**config.mk**
```make
export PLATFORM = sky130hd
export DESIGN_NAME = pwm_retrig_gen
export DESIGN_NICKNAME = d
export VERILOG_FILES = /design/src/rtl/pwm_retrig_pkg.sv /design/src/rtl/pwm_cycle_timer.sv /design/src/rtl/pwm_deadtime.sv /design/src/rtl/pwm_blanking.sv /design/src/rtl/pwm_retrig_gen.sv
export SDC_FILE = /design/constraint.sdc
export NUM_CORES = 1
export LEC_CHECK = 0
export BUFFER_PORTS_ARGS = -buffer_cell sky130_fd_sc_hd__buf_2
export CAP_MARGIN = 40
export CELL_PAD_IN_SITES_DETAIL_PLACEMENT = 1
export CELL_PAD_IN_SITES_GLOBAL_PLACEMENT = 2
export CORE_UTILIZATION = 36
export DETAILED_ROUTE_END_ITERATION = 10
export PLACE_DENSITY_LB_ADDON = 0.08
export SETUP_SLACK_MARGIN = 0.05
export SLEW_MARGIN = 20
export SYNTH_ARGS = -nofsm -noshare
export SYNTH_HDL_FRONTEND = slang
export SYNTH_HIERARCHICAL = 1
export SYNTH_SLANG_ARGS = --single-unit
```
**constraint.sdc**
```tcl
create_clock -name clk -period 7.46 [get_ports clk]
set_input_delay 1.119 -clock clk [delete_from_list [all_inputs] [get_ports clk]]
set_output_delay 1.119 -clock clk [all_outputs]
set_load 0.02 [all_outputs]
```
**src/rtl/pwm_retrig_pkg.sv**
```systemverilog
// Shared constants for the re-triggerable PWM generator.
// Assumes: programming values arrive in fixed-point with FRAC fractional bits.
package pwm_retrig_pkg;
    localparam int unsigned PWM_CNT_W  = 16;  // whole-clock counter width
    localparam int unsigned PWM_FRAC_W = 4;   // fractional bits dropped at input
    localparam int unsigned PWM_NSIDE  = 2;   // complementary pair
    localparam int unsigned SIDE_HI    = 0;
    localparam int unsigned SIDE_LO    = 1;
endpackage

```
**src/rtl/pwm_cycle_timer.sv**
```systemverilog
// Cycle counter with shadowed programming fields.
// Starts a cycle on end of period, on the external restart, or right after
// reset. All fields are captured only at a start of cycle. It produces the
// raw high-side request from the phase and duty shadows.
// Assumes: synchronous active-low reset; inputs in 1/16-clock units.
module pwm_cycle_timer #(
    parameter int unsigned CW   = pwm_retrig_pkg::PWM_CNT_W,
    parameter int unsigned FRAC = pwm_retrig_pkg::PWM_FRAC_W
) (
    input  logic                 clk,
    input  logic                 rst_n,
    input  logic                 ext_rst_i,
    input  logic [CW+FRAC-1:0]   per_i,
    input  logic [CW+FRAC-1:0]   duty_i,
    input  logic [CW+FRAC-1:0]   phase_i,
    input  logic [CW+FRAC-1:0]   dt_hi_i,
    input  logic [CW+FRAC-1:0]   dt_lo_i,
    input  logic [CW+FRAC-1:0]   blank_len_i,
    output logic                 soc_o,
    output logic                 req_o,
    output logic [CW-1:0]        dt_hi_o,
    output logic [CW-1:0]        dt_lo_o,
    output logic [CW-1:0]        blank_len_o
);
    localparam int unsigned RW      = CW + FRAC;
    localparam int unsigned NFLD    = 6;
    localparam int unsigned IX_PER  = 0;
    localparam int unsigned IX_DUTY = 1;
    localparam int unsigned IX_PH   = 2;
    localparam int unsigned IX_DTH  = 3;
    localparam int unsigned IX_DTL  = 4;
    localparam int unsigned IX_LEB  = 5;

    logic [CW-1:0] fld_in [NFLD];
    logic [CW-1:0] fld_q  [NFLD];
    logic [CW-1:0] cnt_q;
    logic          init_q;
    logic          soc_q;
    logic          eoc;
    logic          soc_next;

    // Drop the fractional bits of every programming input.
    assign fld_in[IX_PER]  = per_i[RW-1:FRAC];
    assign fld_in[IX_DUTY] = duty_i[RW-1:FRAC];
    assign fld_in[IX_PH]   = phase_i[RW-1:FRAC];
    assign fld_in[IX_DTH]  = dt_hi_i[RW-1:FRAC];
    assign fld_in[IX_DTL]  = dt_lo_i[RW-1:FRAC];
    assign fld_in[IX_LEB]  = blank_len_i[RW-1:FRAC];

    // End of period: the next count would reach the captured period.
    always_comb begin
        eoc      = ({1'b0, cnt_q} + {{CW{1'b0}}, 1'b1}) >= {1'b0, fld_q[IX_PER]};
        soc_next = init_q | eoc | ext_rst_i;
    end

    // Counter, start flag and first-cycle flag.
    always_ff @(posedge clk) begin
        if (!rst_n) begin
            cnt_q  <= '0;
            init_q <= 1'b1;
            soc_q  <= 1'b0;
        end else begin
            init_q <= 1'b0;
            soc_q  <= soc_next;
            cnt_q  <= soc_next ? '0 : cnt_q + 1'b1;
        end
    end

    // Shadow capture of all fields at start of cycle.
    always_ff @(posedge clk) begin
        for (int i = 0; i < NFLD; i++) begin
            if (!rst_n)        fld_q[i] <= '0;
            else if (soc_next) fld_q[i] <= fld_in[i];
        end
    end

    // Raw high-side request and exported shadows.
    always_comb begin
        req_o       = (cnt_q >= fld_q[IX_PH]) && (cnt_q < fld_q[IX_DUTY]);
        soc_o       = soc_q;
        dt_hi_o     = fld_q[IX_DTH];
        dt_lo_o     = fld_q[IX_DTL];
        blank_len_o = fld_q[IX_LEB];
    end

    AST_CNT_IN_PERIOD: assert property (@(posedge clk) disable iff (!rst_n)
        !init_q |-> (cnt_q < fld_q[IX_PER] || cnt_q == '0));
    AST_EXT_RESTART: assert property (@(posedge clk) disable iff (!rst_n)
        ext_rst_i |=> (soc_q && cnt_q == '0));
    AST_SHADOW_HOLD: assert property (@(posedge clk) disable iff (!rst_n)
        !soc_q |-> ($stable(fld_q[IX_PER]) && $stable(fld_q[IX_DUTY]) && $stable(fld_q[IX_PH])));
endmodule

```
**src/rtl/pwm_deadtime.sv**
```systemverilog
// Turn-on delay for one side of the complementary pair.
// Counts the consecutive clocks for which the side's request has been true.
// The side is active only once that count reaches the dead time. A request
// shorter than the dead time therefore never turns the side on.
// Assumes: synchronous active-low reset; dead time in whole clocks.
module pwm_deadtime #(
    parameter int unsigned CW = pwm_retrig_pkg::PWM_CNT_W
) (
    input  logic          clk,
    input  logic          rst_n,
    input  logic          req_i,
    input  logic [CW-1:0] dead_i,
    output logic          act_next_o,
    output logic          act_o
);
    logic [CW-1:0] run_q;

    // Active when the request has held for at least the dead time.
    always_comb begin
        act_next_o = req_i && (run_q >= dead_i);
    end

    // Saturating run-length counter and registered active state.
    always_ff @(posedge clk) begin
        if (!rst_n) begin
            run_q <= '0;
            act_o <= 1'b0;
        end else begin
            act_o <= act_next_o;
            if (!req_i)          run_q <= '0;
            else if (run_q != '1) run_q <= run_q + 1'b1;
        end
    end

    AST_ACT_NEEDS_REQ: assert property (@(posedge clk) disable iff (!rst_n)
        act_o |-> $past(req_i));
    AST_ZERO_DEAD_FOLLOWS: assert property (@(posedge clk) disable iff (!rst_n)
        (req_i && dead_i == '0) |=> act_o);
endmodule

```
**src/rtl/pwm_blanking.sv**
```systemverilog
// Blanking window that starts at the turn-on edge of the high side.
// Loads the captured length when the high side is about to become active,
// then counts down. The window is reported while the count is non-zero.
// Assumes: synchronous active-low reset; length in whole clocks.
module pwm_blanking #(
    parameter int unsigned CW = pwm_retrig_pkg::PWM_CNT_W
) (
    input  logic          clk,
    input  logic          rst_n,
    input  logic          on_next_i,
    input  logic          on_q_i,
    input  logic [CW-1:0] len_i,
    output logic          blank_o
);
    logic [CW-1:0] left_q;
    logic          arm;

    // Turn-on edge detection.
    always_comb begin
        arm     = on_next_i && !on_q_i;
        blank_o = (left_q != '0);
    end

    // Load on the turn-on edge, otherwise count down to zero.
    always_ff @(posedge clk) begin
        if (!rst_n)              left_q <= '0;
        else if (arm)            left_q <= len_i;
        else if (left_q != '0)   left_q <= left_q - 1'b1;
    end

    AST_BLANK_ARM: assert property (@(posedge clk) disable iff (!rst_n)
        (arm && len_i != '0) |=> blank_o);
    AST_BLANK_DRAINS: assert property (@(posedge clk) disable iff (!rst_n)
        (!arm && !blank_o) |=> !blank_o);
endmodule

```
**src/rtl/pwm_retrig_gen.sv**
```systemverilog
// Re-triggerable complementary PWM generator (top).
// Composes the cycle timer, one dead-time stage per side (generated) and the
// blanking window. Pin enable and polarity are applied combinationally.
// Assumes: synchronous active-low reset; programming in 1/16-clock units.
module pwm_retrig_gen #(
    parameter int unsigned CW   = pwm_retrig_pkg::PWM_CNT_W,
    parameter int unsigned FRAC = pwm_retrig_pkg::PWM_FRAC_W
) (
    input  logic                 clk,
    input  logic                 rst_n,
    input  logic                 ext_rst_i,
    input  logic [CW+FRAC-1:0]   per_i,
    input  logic [CW+FRAC-1:0]   duty_i,
    input  logic [CW+FRAC-1:0]   phase_i,
    input  logic [CW+FRAC-1:0]   dt_hi_i,
    input  logic [CW+FRAC-1:0]   dt_lo_i,
    input  logic [CW+FRAC-1:0]   blank_len_i,
    input  logic                 en_hi_i,
    input  logic                 en_lo_i,
    input  logic                 inv_hi_i,
    input  logic                 inv_lo_i,
    output logic                 pwm_hi_o,
    output logic                 pwm_lo_o,
    output logic                 blank_o,
    output logic                 soc_o
);
    import pwm_retrig_pkg::*;

    localparam int unsigned NS = PWM_NSIDE;

    logic          req;
    logic [CW-1:0] dt_hi_s;
    logic [CW-1:0] dt_lo_s;
    logic [CW-1:0] blank_len_s;
    logic [NS-1:0] side_req;
    logic [CW-1:0] side_dead [NS];
    logic [NS-1:0] side_next;
    logic [NS-1:0] side_act;

    pwm_cycle_timer #(.CW(CW), .FRAC(FRAC)) u_timer (
        .clk         (clk),
        .rst_n       (rst_n),
        .ext_rst_i   (ext_rst_i),
        .per_i       (per_i),
        .duty_i      (duty_i),
        .phase_i     (phase_i),
        .dt_hi_i     (dt_hi_i),
        .dt_lo_i     (dt_lo_i),
        .blank_len_i (blank_len_i),
        .soc_o       (soc_o),
        .req_o       (req),
        .dt_hi_o     (dt_hi_s),
        .dt_lo_o     (dt_lo_s),
        .blank_len_o (blank_len_s)
    );

    // Complementary requests and per-side dead times.
    always_comb begin
        side_req[SIDE_HI]  = req;
        side_req[SIDE_LO]  = !req;
        side_dead[SIDE_HI] = dt_hi_s;
        side_dead[SIDE_LO] = dt_lo_s;
    end

    for (genvar s = 0; s < NS; s++) begin : g_side
        pwm_deadtime #(.CW(CW)) u_dt (
            .clk        (clk),
            .rst_n      (rst_n),
            .req_i      (side_req[s]),
            .dead_i     (side_dead[s]),
            .act_next_o (side_next[s]),
            .act_o      (side_act[s])
        );
    end

    pwm_blanking #(.CW(CW)) u_blank (
        .clk       (clk),
        .rst_n     (rst_n),
        .on_next_i (side_next[SIDE_HI]),
        .on_q_i    (side_act[SIDE_HI]),
        .len_i     (blank_len_s),
        .blank_o   (blank_o)
    );

    // Pin enable and polarity.
    always_comb begin
        pwm_hi_o = en_hi_i & (side_act[SIDE_HI] ^ inv_hi_i);
        pwm_lo_o = en_lo_i & (side_act[SIDE_LO] ^ inv_lo_i);
    end

    AST_NO_OVERLAP: assert property (@(posedge clk) disable iff (!rst_n)
        !(side_act[SIDE_HI] && side_act[SIDE_LO]));
    AST_RESET_IDLE: assert property (@(posedge clk)
        !rst_n |=> (!side_act[SIDE_HI] && !side_act[SIDE_LO] && !blank_o && !soc_o));
endmodule

```
==> results.sh <==
export IMPL_dr_pass1_iters=4
export IMPL_worstHoldEndpoint="u_blank/left_q[15]"
export IMPL_whs_ns=0.470
export IMPL_fp_dieW_um=163
export IMPL_num_rows=58
export IMPL_start_kind="flop"
export IMPL_dp_cells=1371
export IMPL_cts_tree="done"
export IMPL_final_util_pct=42.3
export IMPL_dieArea_mm2=0.0264
export IMPL_cts_resized=0
export IMPL_ant_nets=0
export IMPL_cts_sinks=164
export IMPL_r2r_end="u_timer/fld_q[1][8]"
export IMPL_grt_use_total_pct=18.2
export IMPL_rsz0062_at_grt="no"
export IMPL_synth_avg_cell_area_um2=9.44
export IMPL_grt_max_degree=56
export IMPL_cp_max_fo=37
export IMPL_p_leak_nw=4.53
export IMPL_hold_path_class="reg2reg"
export IMPL_drc=0
export IMPL_drive_gt1_share_pct=16.6
export IMPL_avgRoutedWirePerCell_um=16.1
export IMPL_slew_viol_final=0
export IMPL_fin_worst_skew_ns=0.0193
export IMPL_min_period_ns=4.52
export IMPL_cts_buffers=17
export IMPL_grt_antenna_before_repair=0
export IMPL_hpwl_um=16300
export IMPL_diodes=0
export IMPL_grt_pass1_vias=7262
export IMPL_cts_setup_buffers=0
export IMPL_gr_total_overflow=0
export IMPL_r2r_setup_slack_ns=2.94
export IMPL_core_mm2=0.0253
export IMPL_path_class="reg2reg"
export IMPL_hold_path_depth=2
export IMPL_hold_start="u_timer/fld_q[2][31]"
export IMPL_pin_count=131
export IMPL_area_growth_pct=15.1
export IMPL_finalHoldViolCount=0
export IMPL_num_vias=7171
export IMPL_cap_violations=0
export IMPL_root_buffer="clkbuf_16"
export IMPL_start_util_pct=36.8
export IMPL_clock_latency_ns=0.43
export IMPL_ir_drop_mv=0.160
export IMPL_cp_end_kind="flop"
export IMPL_netlist_area_mm2=0.00929
export IMPL_slew_headroom_pct=55.7
export IMPL_fin_crit_sh_pct=60.6
export IMPL_setup_viol=0
export IMPL_fin_cells=1403
export IMPL_final_nets=1270
export IMPL_clk_pin_slew_ns=0.07
export IMPL_r2r_cells=14
export IMPL_arrival_ns=4.66
export IMPL_ys_warn_count=6
export IMPL_synth_nets=1194
export IMPL_p_per_area_mw_per_mm2=223
export IMPL_hold_buffers=0
export IMPL_io_buffers=106
export IMPL_die_y_um=163
export IMPL_synth_cells=984
export IMPL_htreeDepth=4
export IMPL_timing_rr_start="u_timer/cnt_q[0]"
export IMPL_drt_iter0_drc=288
export IMPL_routed_wl_um=22600
export IMPL_worstMarginPinSlew_ns=0.659
export IMPL_status="finished, final reports clean"
export IMPL_grt_first_pass_wirelength_um=37600
export IMPL_fmax_mhz=221
export IMPL_place_congestion=0.754
export IMPL_cts_buffer_depth=2
export IMPL_fin_tns_setup_ns=0
export IMPL_crit_required_ns=7.60
export IMPL_drt_vias_per_instance=5.11
cells in the final DEF (no fill, tap or decap), types with 10 or more instances in the layout:
master     instances
xor2_1            23
a21oi_2           10
edfxtp_1          96
nand4_1           17
xnor2_1           17
dfxtp_1           68
buf_2            105
nand2_1          135
ha_1              83
inv_1             88
o21ai_0           24
clkbuf_16         17
nor2_1            53
a211oi_1          14
nor4_1            10
nand3_1           37
and4_1            17
a21oi_1          122
nor3_1            15
worst max-delay path by stage:
stage                startpoint                    to  slack, ns  cells after the start
6_report       u_timer/cnt_q[0]   u_timer/fld_q[1][8]       2.94                     14
5_1_grt        u_timer/cnt_q[0]   u_timer/fld_q[1][8]       2.59                     14
4_1_cts        u_timer/cnt_q[0]  u_timer/fld_q[0][14]       2.88                     14
3_5_place_dp   u_timer/cnt_q[0]   u_timer/fld_q[1][7]       2.89                     14
3_3_place_gp   u_timer/cnt_q[0]  u_timer/fld_q[0][11]       2.56                     13
2_1_floorplan  u_timer/cnt_q[0]   u_timer/fld_q[0][0]       1.55                     12
report_power, final:
group | leakage (nW) | switching, mW | internal [mW]
registers | 1.64 | 0.0501 | 1.03
logic | 2.62 | 0.239 | 0.176
clock network | 0.271 | 0.383 | 0.497
total | 4.53 | 0.672 | 1.71
flip-flops by register name, indices dropped and copies added (netlist names):
name and cells:
g_side.u_dt/run_q 32, g_side.u_dt/act_o 2, u_timer/init_q 1, u_timer/cnt_q 16, u_timer/fld_q 96, u_blank/left_q 16, u_timer/soc_o 1
routing by layer:
layer | vias to the layer above | wire length (um) | track usage [%] | part of all wire [%]
met4 | 0 | 233 | 5.06 | 1.0
li1 | 3646 | - | - | -
met1 | 3416 | 11300 | 24.7 | 50
met2 | 91 | 10500 | 30.0 | 46
met5 | - | 0 | 0 | 0
met3 | 18 | 590 | 2.83 | 2.6
worst max-delay path, cell delays in order (launching register included):
cell      delay [ns]
dfxtp_1         0.54
ha_1            0.36
nand2_1         0.14
nor3_2          0.35
nand4_1         0.16
xnor2_1         0.24
ha_1            0.29
nand3_1         0.12
nor2_1          0.10
a31o_1          0.25
a311oi_4        0.25
buf_4           0.36
nand3_4         0.40
buf_12          0.36
buf_4           0.29
stage by stage:
stage | total power [mW] | setup WS, ns | instance area (um2)
finish | 2.38 | 2.94 | 10700
global route | 2.52 | 2.59 | 10700
CTS | 2.42 | 2.88 | 10700
detailed placement | 1.53 | 2.89 | 10100
global placement | 1.51 | 2.56 | 9990
floorplan | 1.41 | 1.55 | 9290
area by class of cell:
| class | instances | area [um2] |
|---|---|---|
| Sequential cell | 164 | 4240 |
| Timing Repair Buffer | 118 | 692 |
| Inverter | 88 | 330 |
| Clock buffer | 18 | 429 |
| Tap cell | 330 | 413 |
| Clock inverter | 14 | 154 |
| Multi-Input combinational cell | 671 | 4420 |
| Fill cell | 2931 | 14600 |
Note: power is estimated with default switching activity, not from simulation.
